## config.mk

```make
export PLATFORM = sky130hd
export DESIGN_NAME = seg_guard
export DESIGN_NICKNAME = d
export VERILOG_FILES = /design/src/rtl/seg_guard_pkg.sv /design/src/rtl/seg_guard_decode.sv /design/src/rtl/seg_guard_perm.sv /design/src/rtl/seg_guard_regs.sv /design/src/rtl/seg_guard.sv
export SDC_FILE = /design/constraint.sdc
export NUM_CORES = 1
export LEC_CHECK = 0
export BUFFER_PORTS_ARGS = -buffer_cell sky130_fd_sc_hd__buf_4
export CAP_MARGIN = 20
export CORE_MARGIN = 2
export CORE_UTILIZATION = 25
export CTS_CLUSTER_DIAMETER = 40
export DETAILED_ROUTE_END_ITERATION = 10
export SKIP_LAST_GASP = 1
export SYNTH_ARGS = -nofsm -noshare
export SYNTH_HDL_FRONTEND = slang
export SYNTH_HIERARCHICAL = 1
export SYNTH_SLANG_ARGS = --single-unit
```

## constraint.sdc

```tcl
create_clock -name clk -period 2.6 [get_ports clk]
set_input_delay 0.26 -clock clk [delete_from_list [all_inputs] [get_ports clk]]
set_output_delay 0.26 -clock clk [all_outputs]
set_load 0.03 [all_outputs]
```

## src/rtl/seg_guard_pkg.sv

```systemverilog
// Shared constants and types for the segment access guard.
// Assumes exactly three segments, split by two boundary registers.
package seg_guard_pkg;
    localparam int NSEG  = 3;
    localparam int FLD_W = 4;

    typedef enum logic [1:0] {
        ACC_READ  = 2'b00,
        ACC_WRITE = 2'b01,
        ACC_FETCH = 2'b10,
        ACC_RSVD  = 2'b11
    } acc_kind_e;

    // One segment's control field; the bit order is visible to software.
    typedef struct packed {
        logic vs;   // fault also requests reset
        logic xe;   // fetch enable
        logic we;   // write enable
        logic re;   // read enable
    } seg_perm_t;

    localparam logic [1:0] RA_CTRL = 2'd0;
    localparam logic [1:0] RA_BND1 = 2'd1;
    localparam logic [1:0] RA_BND2 = 2'd2;
    localparam logic [1:0] RA_STAT = 2'd3;

    localparam int STAT_IE_BIT = 4;
endpackage

```

## src/rtl/seg_guard_decode.sv

```systemverilog
// Maps an access address onto one of three segments, using two boundaries.
// Assumes unsigned compares. When bnd2 <= bnd1, segment 2 is empty.
module seg_guard_decode
    import seg_guard_pkg::*;
#(
    parameter int ADDR_W = 16
) (
    input  logic [ADDR_W-1:0] addr,
    input  logic [ADDR_W-1:0] bnd1,
    input  logic [ADDR_W-1:0] bnd2,
    output logic [NSEG-1:0]   sel
);
    // Priority compare: the lower boundary is tested first.
    always_comb begin
        sel = '0;
        if (addr < bnd1)      sel[0] = 1'b1;
        else if (addr < bnd2) sel[1] = 1'b1;
        else                  sel[2] = 1'b1;
    end
endmodule

```

## src/rtl/seg_guard_perm.sv

```systemverilog
// Evaluates one access against the permissions of each segment.
// Assumes sel is one-hot. The result is combinational for the current cycle.
module seg_guard_perm
    import seg_guard_pkg::*;
(
    input  logic                  clk,
    input  logic                  rst_n,
    input  logic                  valid,
    input  logic [1:0]            kind,
    input  logic [NSEG-1:0]       sel,
    input  seg_perm_t [NSEG-1:0]  perms,
    output logic [NSEG-1:0]       viol
);
    for (genvar g = 0; g < NSEG; g++) begin : g_seg
        logic bad;

        // A read is tolerated while any enable of the segment remains set.
        always_comb begin
            unique case (kind)
                ACC_READ:  bad = !(perms[g].re || perms[g].we || perms[g].xe);
                ACC_WRITE: bad = !perms[g].we;
                ACC_FETCH: bad = !perms[g].xe;
                default:   bad = 1'b0;
            endcase
        end

        assign viol[g] = valid && sel[g] && bad;

        // a read into a segment with any enable set never faults.
        assert_read_tolerant_R5: assert property (@(posedge clk) disable iff (!rst_n)
            (valid && kind == ACC_READ && sel[g] &&
             (perms[g].re || perms[g].we || perms[g].xe)) |-> !viol[g]);

        // a fetch without execute enable in the selected segment faults.
        assert_fetch_fault_R4: assert property (@(posedge clk) disable iff (!rst_n)
            (valid && kind == ACC_FETCH && sel[g] && !perms[g].xe) |-> viol[g]);
    end

    // a reserved kind or an idle bus never faults.
    assert_idle_quiet_R6: assert property (@(posedge clk) disable iff (!rst_n)
        (!valid || kind == ACC_RSVD) |-> (viol == '0));
endmodule

```

## src/rtl/seg_guard_regs.sv

```systemverilog
// Software-visible state: control word, boundaries, sticky flags, interrupt
// enable, and the registered reset request.
// Assumes DATA_W covers the control word and ADDR_W <= DATA_W.
module seg_guard_regs
    import seg_guard_pkg::*;
#(
    parameter int ADDR_W   = 16,
    parameter int DATA_W   = 16,
    parameter int BND1_RST = 'h4000,
    parameter int BND2_RST = 'h8000
) (
    input  logic                  clk,
    input  logic                  rst_n,
    input  logic                  reg_wr,
    input  logic [1:0]            reg_addr,
    input  logic [DATA_W-1:0]     reg_wdata,
    output logic [DATA_W-1:0]     reg_rdata,
    input  logic [NSEG-1:0]       viol,
    output seg_perm_t [NSEG-1:0]  perms,
    output logic [ADDR_W-1:0]     bnd1,
    output logic [ADDR_W-1:0]     bnd2,
    output logic [NSEG-1:0]       flags,
    output logic                  irq,
    output logic                  rst_req
);
    localparam int CTRL_W = NSEG * FLD_W;

    function automatic logic [CTRL_W-1:0] ctrl_default();
        logic [CTRL_W-1:0] r;
        r = '0;
        for (int s = 0; s < NSEG; s++) r[s*FLD_W +: FLD_W] = 4'b0111;
        return r;
    endfunction

    logic [CTRL_W-1:0] ctrl_q;
    logic [ADDR_W-1:0] bnd1_q, bnd2_q;
    logic [NSEG-1:0]   flags_q, clr_mask, vs_vec;
    logic              ie_q, rst_q;
    logic              wr_ctrl, wr_b1, wr_b2, wr_stat;

    assign wr_ctrl = reg_wr && (reg_addr == RA_CTRL);
    assign wr_b1   = reg_wr && (reg_addr == RA_BND1);
    assign wr_b2   = reg_wr && (reg_addr == RA_BND2);
    assign wr_stat = reg_wr && (reg_addr == RA_STAT);

    for (genvar g = 0; g < NSEG; g++) begin : g_vs
        assign vs_vec[g] = perms[g].vs;
    end

    // Write-one-to-clear mask taken from a status write.
    assign clr_mask = wr_stat ? reg_wdata[NSEG-1:0] : '0;

    // Control and boundary registers, loaded by register writes.
    always_ff @(posedge clk) begin
        if (!rst_n) begin
            ctrl_q <= ctrl_default();
            bnd1_q <= ADDR_W'(BND1_RST);
            bnd2_q <= ADDR_W'(BND2_RST);
        end else begin
            if (wr_ctrl) ctrl_q <= reg_wdata[CTRL_W-1:0];
            if (wr_b1)   bnd1_q <= reg_wdata[ADDR_W-1:0];
            if (wr_b2)   bnd2_q <= reg_wdata[ADDR_W-1:0];
        end
    end

    // Sticky flags. A fault in the same cycle overrides a clear.
    always_ff @(posedge clk) begin
        if (!rst_n) begin
            flags_q <= '0;
            ie_q    <= 1'b0;
        end else begin
            flags_q <= (flags_q & ~clr_mask) | viol;
            if (wr_stat) ie_q <= reg_wdata[STAT_IE_BIT];
        end
    end

    // Reset request: one cycle after a fault in a segment whose select bit is set.
    always_ff @(posedge clk) begin
        if (!rst_n) rst_q <= 1'b0;
        else        rst_q <= |(viol & vs_vec);
    end

    // Read-back multiplexer.
    always_comb begin
        reg_rdata = '0;
        unique case (reg_addr)
            RA_CTRL: reg_rdata[CTRL_W-1:0] = ctrl_q;
            RA_BND1: reg_rdata[ADDR_W-1:0] = bnd1_q;
            RA_BND2: reg_rdata[ADDR_W-1:0] = bnd2_q;
            default: begin
                reg_rdata[NSEG-1:0]  = flags_q;
                reg_rdata[STAT_IE_BIT] = ie_q;
            end
        endcase
    end

    assign perms   = ctrl_q;
    assign bnd1    = bnd1_q;
    assign bnd2    = bnd2_q;
    assign flags   = flags_q;
    assign irq     = ie_q && (|flags_q);
    assign rst_req = rst_q;

    for (genvar g = 0; g < NSEG; g++) begin : g_chk
        // a set flag persists without a matching clear.
        assert_flag_sticky_R7: assert property (@(posedge clk) disable iff (!rst_n)
            (flags_q[g] && !clr_mask[g]) |=> flags_q[g]);
        // a fault sets its flag even against a clear.
        assert_fault_wins_R7: assert property (@(posedge clk) disable iff (!rst_n)
            viol[g] |=> flags_q[g]);
    end

    // with the enable set and no status write, a fault raises irq.
    assert_irq_follows_R8: assert property (@(posedge clk) disable iff (!rst_n)
        ((|viol) && ie_q && !wr_stat) |=> irq);

    // no reset request without a fault in a reset-selecting segment.
    assert_rst_cause_R9: assert property (@(posedge clk) disable iff (!rst_n)
        !(|(viol & vs_vec)) |=> !rst_req);
endmodule

```

## src/rtl/seg_guard.sv

```systemverilog
// Top of the segment access guard: decodes the segment, checks permissions,
// and hands faults to the register block.
// Assumes at most one access per cycle, with the strobe in acc_valid.
module seg_guard
    import seg_guard_pkg::*;
#(
    parameter int ADDR_W   = 16,
    parameter int DATA_W   = 16,
    parameter int BND1_RST = 'h4000,
    parameter int BND2_RST = 'h8000
) (
    input  logic              clk,
    input  logic              rst_n,
    input  logic              acc_valid,
    input  logic [ADDR_W-1:0] acc_addr,
    input  logic [1:0]        acc_kind,
    input  logic              reg_wr,
    input  logic [1:0]        reg_addr,
    input  logic [DATA_W-1:0] reg_wdata,
    output logic [DATA_W-1:0] reg_rdata,
    output logic [NSEG-1:0]   seg_flag,
    output logic              irq,
    output logic              rst_req
);
    seg_perm_t [NSEG-1:0] perms;
    logic [ADDR_W-1:0]    bnd1, bnd2;
    logic [NSEG-1:0]      sel, viol;

    seg_guard_decode #(.ADDR_W(ADDR_W)) u_decode (
        .addr (acc_addr),
        .bnd1 (bnd1),
        .bnd2 (bnd2),
        .sel  (sel)
    );

    seg_guard_perm u_perm (
        .clk   (clk),
        .rst_n (rst_n),
        .valid (acc_valid),
        .kind  (acc_kind),
        .sel   (sel),
        .perms (perms),
        .viol  (viol)
    );

    seg_guard_regs #(
        .ADDR_W   (ADDR_W),
        .DATA_W   (DATA_W),
        .BND1_RST (BND1_RST),
        .BND2_RST (BND2_RST)
    ) u_regs (
        .clk       (clk),
        .rst_n     (rst_n),
        .reg_wr    (reg_wr),
        .reg_addr  (reg_addr),
        .reg_wdata (reg_wdata),
        .reg_rdata (reg_rdata),
        .viol      (viol),
        .perms     (perms),
        .bnd1      (bnd1),
        .bnd2      (bnd2),
        .flags     (seg_flag),
        .irq       (irq),
        .rst_req   (rst_req)
    );

    // the decoder selects exactly one segment.
    assert_one_segment_R2: assert property (@(posedge clk) disable iff (!rst_n)
        $countones(sel) == 1);

    // a write into the segment below boundary 1 without write enable faults.
    assert_write_fault_R3: assert property (@(posedge clk) disable iff (!rst_n)
        (acc_valid && acc_kind == ACC_WRITE && acc_addr < bnd1 && !perms[0].we)
        |=> seg_flag[0]);
endmodule

```

==> results of run 1 <==
## final cells by class
class	count	area share
Multi-Input combinational cell	254	0.517
Sequential cell	49	0.236
Timing Repair Buffer	68	0.125
Tap cell	176	0.0525
Inverter	41	0.0367
Clock buffer	6	0.0307
Clock inverter	2	0.00239
## cell usage after synthesis (all sizes together) (5+ instances only)
master | number | area share
a21bo | 34 | 0.10
a21boi | 14 | 0.031
a21o | 5 | 0.011
a21oi | 39 | 0.058
a222oi | 13 | 0.039
a311o | 11 | 0.033
buf | 22 | 0.037
clkbuf | 7 | 0.0078
dfxtp | 49 | 0.29
ha | 35 | 0.13
inv | 41 | 0.046
nand3 | 40 | 0.060
nor2 | 11 | 0.012
nor2b | 5 | 0.012
o21ai | 5 | 0.0075
## kinds of logic (layout without fill, tap and decap cells)
logic type	Yosys count	count (layout)	synth area share
buffers and inverters	70	117	0.0909
DFF	49	49	0.292
adders and majority gates	35	35	0.130
AOI/OAI and AO/OA	143	143	0.355
muxes	4	4	0.0119
and+or+nand+nor	72	72	0.120
## state kept, by name, indices dropped and copies added (netlist names)
signal,cells
u_regs/rst_req,1
u_regs/bnd2,16
u_regs/flags,3
u_regs/ie_q,1
u_regs/perms,12
u_regs/bnd1,16
## routing by layer
layer  global-route usage  vias up  wire length (µm)
li1                     -     1476                 -
met1                0.170     1397              4250
met2                0.230       90              4780
met3               0.0352        4               563
met4               0.0213        0                75
met5                    0        -                 0
## metrics by stage
| stage | utilization | area (µm²) | total power, mW | instances |
|---|---|---|---|---|
| floorplan | - | 3360 | 1.08 | 373 |
| global placement | 0.299 | 3950 | 1.21 | 588 |
| detailed placement | 0.299 | 3950 | 1.22 | 588 |
| CTS | 0.310 | 4090 | 1.86 | 596 |
| global route | 0.318 | 4190 | 1.96 | 596 |
| finish | 0.318 | 4190 | 1.86 | 596 |
## path summary, 6_finish.rpt
path | start | depth (start not counted) | to | slack, ns
min | reg_wdata[0] | 2 | u_regs/flags[0] | 0.19
min reg2reg | u_regs/flags[1] | 2 | u_regs/flags[1] | 0.57
max | u_regs/bnd1[11] | 10 | u_regs/rst_req | 0.12
max reg2reg | u_regs/bnd1[11] | 10 | u_regs/rst_req | 0.12
## power breakdown
part | switching [mW] | total (mW) | leakage [nW] | internal (mW)
registers | 0.0226 | 0.801 | 0.401 | 0.778
logic | 0.235 | 0.428 | 1.14 | 0.193
clock network | 0.279 | 0.633 | 0.0706 | 0.354
## worst max-delay path, stage by stage, from the launching register on
cell,delay [ns]
dfxtp_2,0.34
inv_1,0.04
ha_1,0.34
and3_4,0.22
a221oi_4,0.23
o21ai_2,0.11
a2111oi_4,0.42
nor2_1,0.10
o311a_1,0.14
a222oi_1,0.34
nor2_1,0.07
==> run summary, run 1 <==
Result of the run = finished clean
Biggest fanout along the worst timing path = 3
Worst Setup Path Type = reg -> reg
Worst Hold Margin = 0.192 ns
Class of the most critical hold timing path = in -> reg
Actual slew at the worst max-slew pin = 0.823 ns
Max Cap Viol = 0
Library cells used by synthesis = 45
First-pass GRT wire length = 15,300 µm
Pre-antenna DRT Iters = 8
Clock latency at the later pin of the worst-skew pair = 0.29 ns
Count of port buffers added during placement = 60
Layout filler cell count = 1,391
Number of synthesized register bits = 49
DR vias/cell = 4.98
Post-synthesis sequential area ratio = 0.292
Number of post-CTS setup repair buffers = 0
Worst-case setup margin in the final layout = 0.117 ns
Horizontal die dimension = 120 µm
Finish-stage setup viols = 0
Initial cell density of the core = 0.255
Number of buffers inserted for hold repair after clock tree synthesis = 0
Final Routed Wirelength = 9680 µm
Accumulated negative setup slack = 0 ns
Bufs on Longest Clock Path = 2
Most common cell after layout, fill and taps aside = buf_4
Die ar. = 0.0144 mm²
Top flip-flop cell by instance count after synthesis = dfxtp_1
Die boundary height = 120 µm
Vias in the first global route = 2,984
Post-route DRC = 0
Clock tree from TritonCTS = built
Maximum clock skew at final layout = 0.00339 ns
Antenna violations before repair = 0
Final Wtd Congestion = 0.883
Layout Area Growth over Synthesis = 24.8%
Violation count after the first detailed-route iteration = 207
Cell Pwr Density = 444 mW/mm²
H-tree level count = 2
Cell row count = 42
Clock-pin slew on the worst setup and hold paths = 0.06 ns
Post-layout nets = 494
Post-route clock period utilization = 0.955
Critical path capture point type = register
Setup Slack @ Placement = 0.0442 ns
Number of hold violations in the final report = 0
Antenna-violating nets left = 0
Final worst path period need = 2.48 ns
Remaining global-route overflow = 0
Share of layout cells above drive strength 1 = 0.319
HPWL Detailed = 7320 µm
Required time of the critical path = 2.74 ns
Total count of max-transition violations in the final report = 0
Total of cells resized after clock tree synthesis = 0
Wire per inst = 16.2 µm
Diode count = 0
Worst slew slack as a fraction of its limit = 0.451
DR vias = 2,967
IR Drop Worst-Case VDD = 0.284 mV
Avg Cell Area, Syn = 9.00 µm²
Data arrival time of the critical path = 2.63 ns
Floorplan core area = 0.0132 mm²
Fmax = 403 MHz
Post-synthesis net count = 448
LEAKAGE = 1.61 nW
Combined area of the multi-input logic cells = 0.00217 mm²
All-Layer GR Usage = 0.134
Number of CTS-inserted buffers = 5
Cell chosen for the clock root = clkbuf_16
Sequential cell area = 988 µm²
Number of warnings reported in the yosys synthesis log = 6
Fraction of synthesis flops using an asynchronous set or reset pin = 0
Num ports = 61
Startpoint Class = register
Area of the mapped netlist = 0.00336 mm²
# clock sinks = 49
Leading cell types in the layout, fill and taps excluded = 67 x buf_4, 43 x dfxtp_1, 40 x inv_1, 40 x nand3_1, 39 x a21oi_1
Syn Inst Count = 373
Number of synthesized flops with an enable pin = 0
Maximum number of pins on one net before global-route repair = 47
No activity file was read; power rests on OpenSTA's default activity.
==> inputs of run 2 (changes only) <==
--- a/config.mk
+++ b/config.mk
@@ -11,8 +11,8 @@
 export CORE_UTILIZATION = 25
 export CTS_CLUSTER_DIAMETER = 40
+export CTS_CLUSTER_SIZE = 10
 export DETAILED_ROUTE_END_ITERATION = 10
 export SKIP_LAST_GASP = 1
 export SYNTH_ARGS = -nofsm -noshare
 export SYNTH_HDL_FRONTEND = slang
-export SYNTH_HIERARCHICAL = 1
 export SYNTH_SLANG_ARGS = --single-unit
==> constraint.sdc (replaced) <==
create_clock -name clk -period 2.6 [get_ports clk]
set_input_delay 0.13 -clock clk [delete_from_list [all_inputs] [get_ports clk]]
set_output_delay 0.13 -clock clk [all_outputs]
set_load 0.03 [all_outputs]
==> run summary, run 2 <==
Most common cell after layout, fill and taps aside = nand2_1
Accumulated negative setup slack = 0 ns (unchanged)
RSZ-0062 raised after global routing = false
Dominant combinational cell family by area after synthesis = compound AO/OA/AOI/OAI gates
Area of the mapped netlist = 0.00301 mm² (-10%)
Biggest fanout along the worst timing path = 3 (unchanged)
Clock latency at the later pin of the worst-skew pair = 0.29 ns (about the same)
Internal power contribution = 1.41 mW (+6.4%)
Synth Area in Simple Gates = 0.218 (+0.0979)
Number of warnings reported in the yosys synthesis log = 0 (-6)
Most area-consuming cells after synthesis = dfxtp_1 33%, ha_1 15%, nand2_1 12%, a21boi_0 8.5%, inv_1 4.5%
Switching power = 509 µW (-5.2%)
Total of cells resized after clock tree synthesis = 0 (unchanged)
Number of buffers inserted for hold repair after clock tree synthesis = 0 (unchanged)
Initial cell density of the core = 0.253 (-0.00155)
Class of the most critical hold timing path = in -> reg
Area after DPL = 0.00361 mm² (-8.6%)
Count of placed standard cells including taps = 578 (-1.7%)
Wire per inst = 15.8 µm (-2.9%)
Delay-heaviest family, CP = compound AO/OA/AOI/OAI gates
Final worst path period need = 2.07 ns (-0.414 ns)
Layout Area Growth over Synthesis = 25.6%
Source of the worst register-to-register timing path = u_regs.bnd2[2]
Data arrival time of the critical path = 2.25 ns (-0.38 ns)
Power share of the clock group = 0.399 (+0.059)
Wire length on met3 = 499 µm (-11%)
Count of port buffers added during placement = 60 (unchanged)
Met2 WL = 4490 µm (-6.2%)
Critical path capture point type = register
Leading cell types in the layout, fill and taps excluded = 97 x nand2_1, 66 x buf_4, 49 x dfxtp_1
Die boundary height = 114 µm (-5.1%)
Number of CTS-inserted buffers = 5 (unchanged)
Share of the synthesized area in the top cell type = 0.325 (+0.0333)
Uppermost routed layer = met4
Antenna-violating nets left = 0 (unchanged)
Syn Inst Count = 386 (+3.5%)
Total count of max-transition violations in the final report = 0 (unchanged)
Finished layout cell area = 0.00379 mm² (-9.7%)
Library cells used by synthesis = 37 (-18%)
Cell row count = 40 (-4.8%)
Worst slew slack as a fraction of its limit = 0.490 (+0.0389)
Power share of the sequential group = 0.417 (-0.013)
H-tree level count = 2 (unchanged)
Complex-gate fraction of the synthesized area = 0.222 (-0.133)
Num ports = 61 (unchanged)
Post-synthesis net count = 461 (+2.9%)
Library cell occupying the most area in the post-synthesis netlist = dfxtp_1
Result of the run = finished clean
Final Routed Wirelength = 9240 µm (-4.5%)
Critical path buffers and inverters = 1 (unchanged)
Remaining global-route overflow = 0 (unchanged)
LEAKAGE = 1.51 nW (-6.2%)
Post-layout nets = 513 (+3.8%)
Die ar. = 0.0130 mm² (-9.9%)
Worst Hold Margin = 0.0775 ns (-0.114 ns)
Antenna violations before repair = 0 (unchanged)
Worst-case setup margin in the final layout = 0.532 ns (+0.414 ns)
Worst Setup Path Type = reg -> reg
Post-synthesis sequential area ratio = 0.325 (+0.0333)
Number of post-CTS setup repair buffers = 0 (unchanged)
DR vias/cell = 4.90 (-1.5%)
Pre-antenna DRT Iters = 5 (-3)
Layout filler cell count = 1,284 (-7.7%)
Max Cap Viol = 0 (unchanged)
Actual slew at the worst max-slew pin = 0.766 ns (-0.0572 ns)
Final Wtd Congestion = 0.847 (-4.1%)
All-Layer GR Usage = 0.146 (+0.0121)
Most common cell in the synthesized netlist = nand2_1
Number of synthesized flops with an enable pin = 0 (unchanged)
Maximum number of pins on one net before global-route repair = 54 (+15%)
Slowest CP cell = dfxtp_1
Core utilization of the finished layout = 0.318 (about the same)
Clock-pin slew on the worst setup and hold paths = 0.06 ns (about the same)
Post-route DRC = 0 (unchanged)
First-pass GRT wire length = 14,800 µm (-3.1%)
Avg Cell Area, Syn = 7.81 µm² (-13%)
Number of hold violations in the final report = 0 (unchanged)
Fraction of synthesized area in multiplexers = 0.0166 (+0.00468)
Post-route clock period utilization = 0.796 (-0.159)
Required time of the critical path = 2.78 ns (+0.04 ns)
Horizontal die dimension = 114 µm (-5.1%)
Maximum clock skew at final layout = 0.00448 ns (+0.00109 ns)
Synth Area in XOR/XNOR = 0 (unchanged)
Number of synthesized register bits = 49 (unchanged)
Routed length on met1 = 4130 µm (-3.0%)
Final standard cell count with taps included and fillers excluded = 586 (-1.7%)
Fraction of synthesis flops using an asynchronous set or reset pin = 0 (unchanged)
Cells traversed along the worst timing path = inv_1 > ha_1 > a211oi_2 > o21ai_1 > a21oi_1 > nor3_1 > nor4_4 > mux2i_1 > a41o_1
Highest cell delay on the worst timing path = 0.35 ns (-0.07 ns)
DR vias = 2,874 (-3.1%)
Clock tree from TritonCTS = built
HPWL Detailed = 7120 µm (-2.7%)
PnR Total Power = 1.92 mW (+3.1%)
Share of layout cells above drive strength 1 = 0.180 (-0.139)
Floorplan core area = 0.0119 mm² (-9.7%)
Setup Slack @ Placement = 0.548 ns (+0.504 ns)
Diode count = 0 (unchanged)
Post-synthesis adder-cell area fraction = 0.145 (+0.0149)
Startpoint of the lowest-slack hold path = reg_wdata[8]
Violation count after the first detailed-route iteration = 269 (+30%)
# clock sinks = 49 (unchanged)
Bufs on Longest Clock Path = 2 (unchanged)
IR Drop Worst-Case VDD = 0.233 mV (-18%)
Fmax = 483 MHz (+20%)
Cell chosen for the clock root = clkbuf_16
Cell Pwr Density = 507 mW/mm² (+14%)
Vias in the first global route = 2,811 (-5.8%)
Portion of total power attributed to combinational logic = 0.184 (-0.046)
Finish-stage setup viols = 0 (unchanged)
Fraction of power spent switching nets = 0.265 (-0.0231)
Startpoint Class = register
Top cells by count, synth = 97 x nand2_1, 49 x dfxtp_1, 36 x inv_1, 35 x ha_1, 34 x a21boi_0
Launching instance or port of the critical path = u_regs.bnd2[2]
Top flip-flop cell by instance count after synthesis = dfxtp_1
run 2: cell type report:
type	count	area, µm²	share of cell area
Clock inverter	2	37.5	0.00991
Multi-Input combinational cell	280	1810	0.479
Sequential cell	49	981	0.259
Tap cell	147	184	0.0486
Clock buffer	6	139	0.0367
Inverter	36	135	0.0357
Timing Repair Buffer	66	495	0.131
run 2: final timing paths:
kind	to	slack [ns]	cells after the start
worst min-delay path	u_regs.perms[8]	0.08	3
worst max-delay path	u_regs.rst_req	0.53	9
worst max register to register	u_regs.rst_req	0.53	9
worst min register to register	u_regs.ie_q	0.47	2
run 2: logic make-up after synthesis:
| family | count (synthesis) |
|---|---|
| AOI/OAI and AO/OA | 89 |
| adders and majority gates | 35 |
| buffers and inverters | 57 |
| DFF | 49 |
| muxes | 5 |
| and+or+nand+nor | 151 |
run 2: power groups by stage:
stage / Combinational [mW] / Sequential [mW] / Clock, mW
5_1_grt: 0.390 / 0.803 / 0.816
2_1_floorplan: 0.208 / 0.810 / 0
3_3_place_gp: 0.348 / 0.816 / 0
3_5_place_dp: 0.354 / 0.817 / 0
6_report: 0.353 / 0.800 / 0.765
4_1_cts: 0.356 / 0.800 / 0.779
run 2: worst min-delay path: cells and delay by family:
kind	cells	cell delay (ns)
and+or+nand+nor	2	0.11
buffers and inverters	1	0.09
run 2: metal layers:
metal,global-route usage,vias up
met5,0,-
met4,0.0382,0
met3,0.0319,9
met2,0.251,76
met1,0.185,1356
li1,-,1433
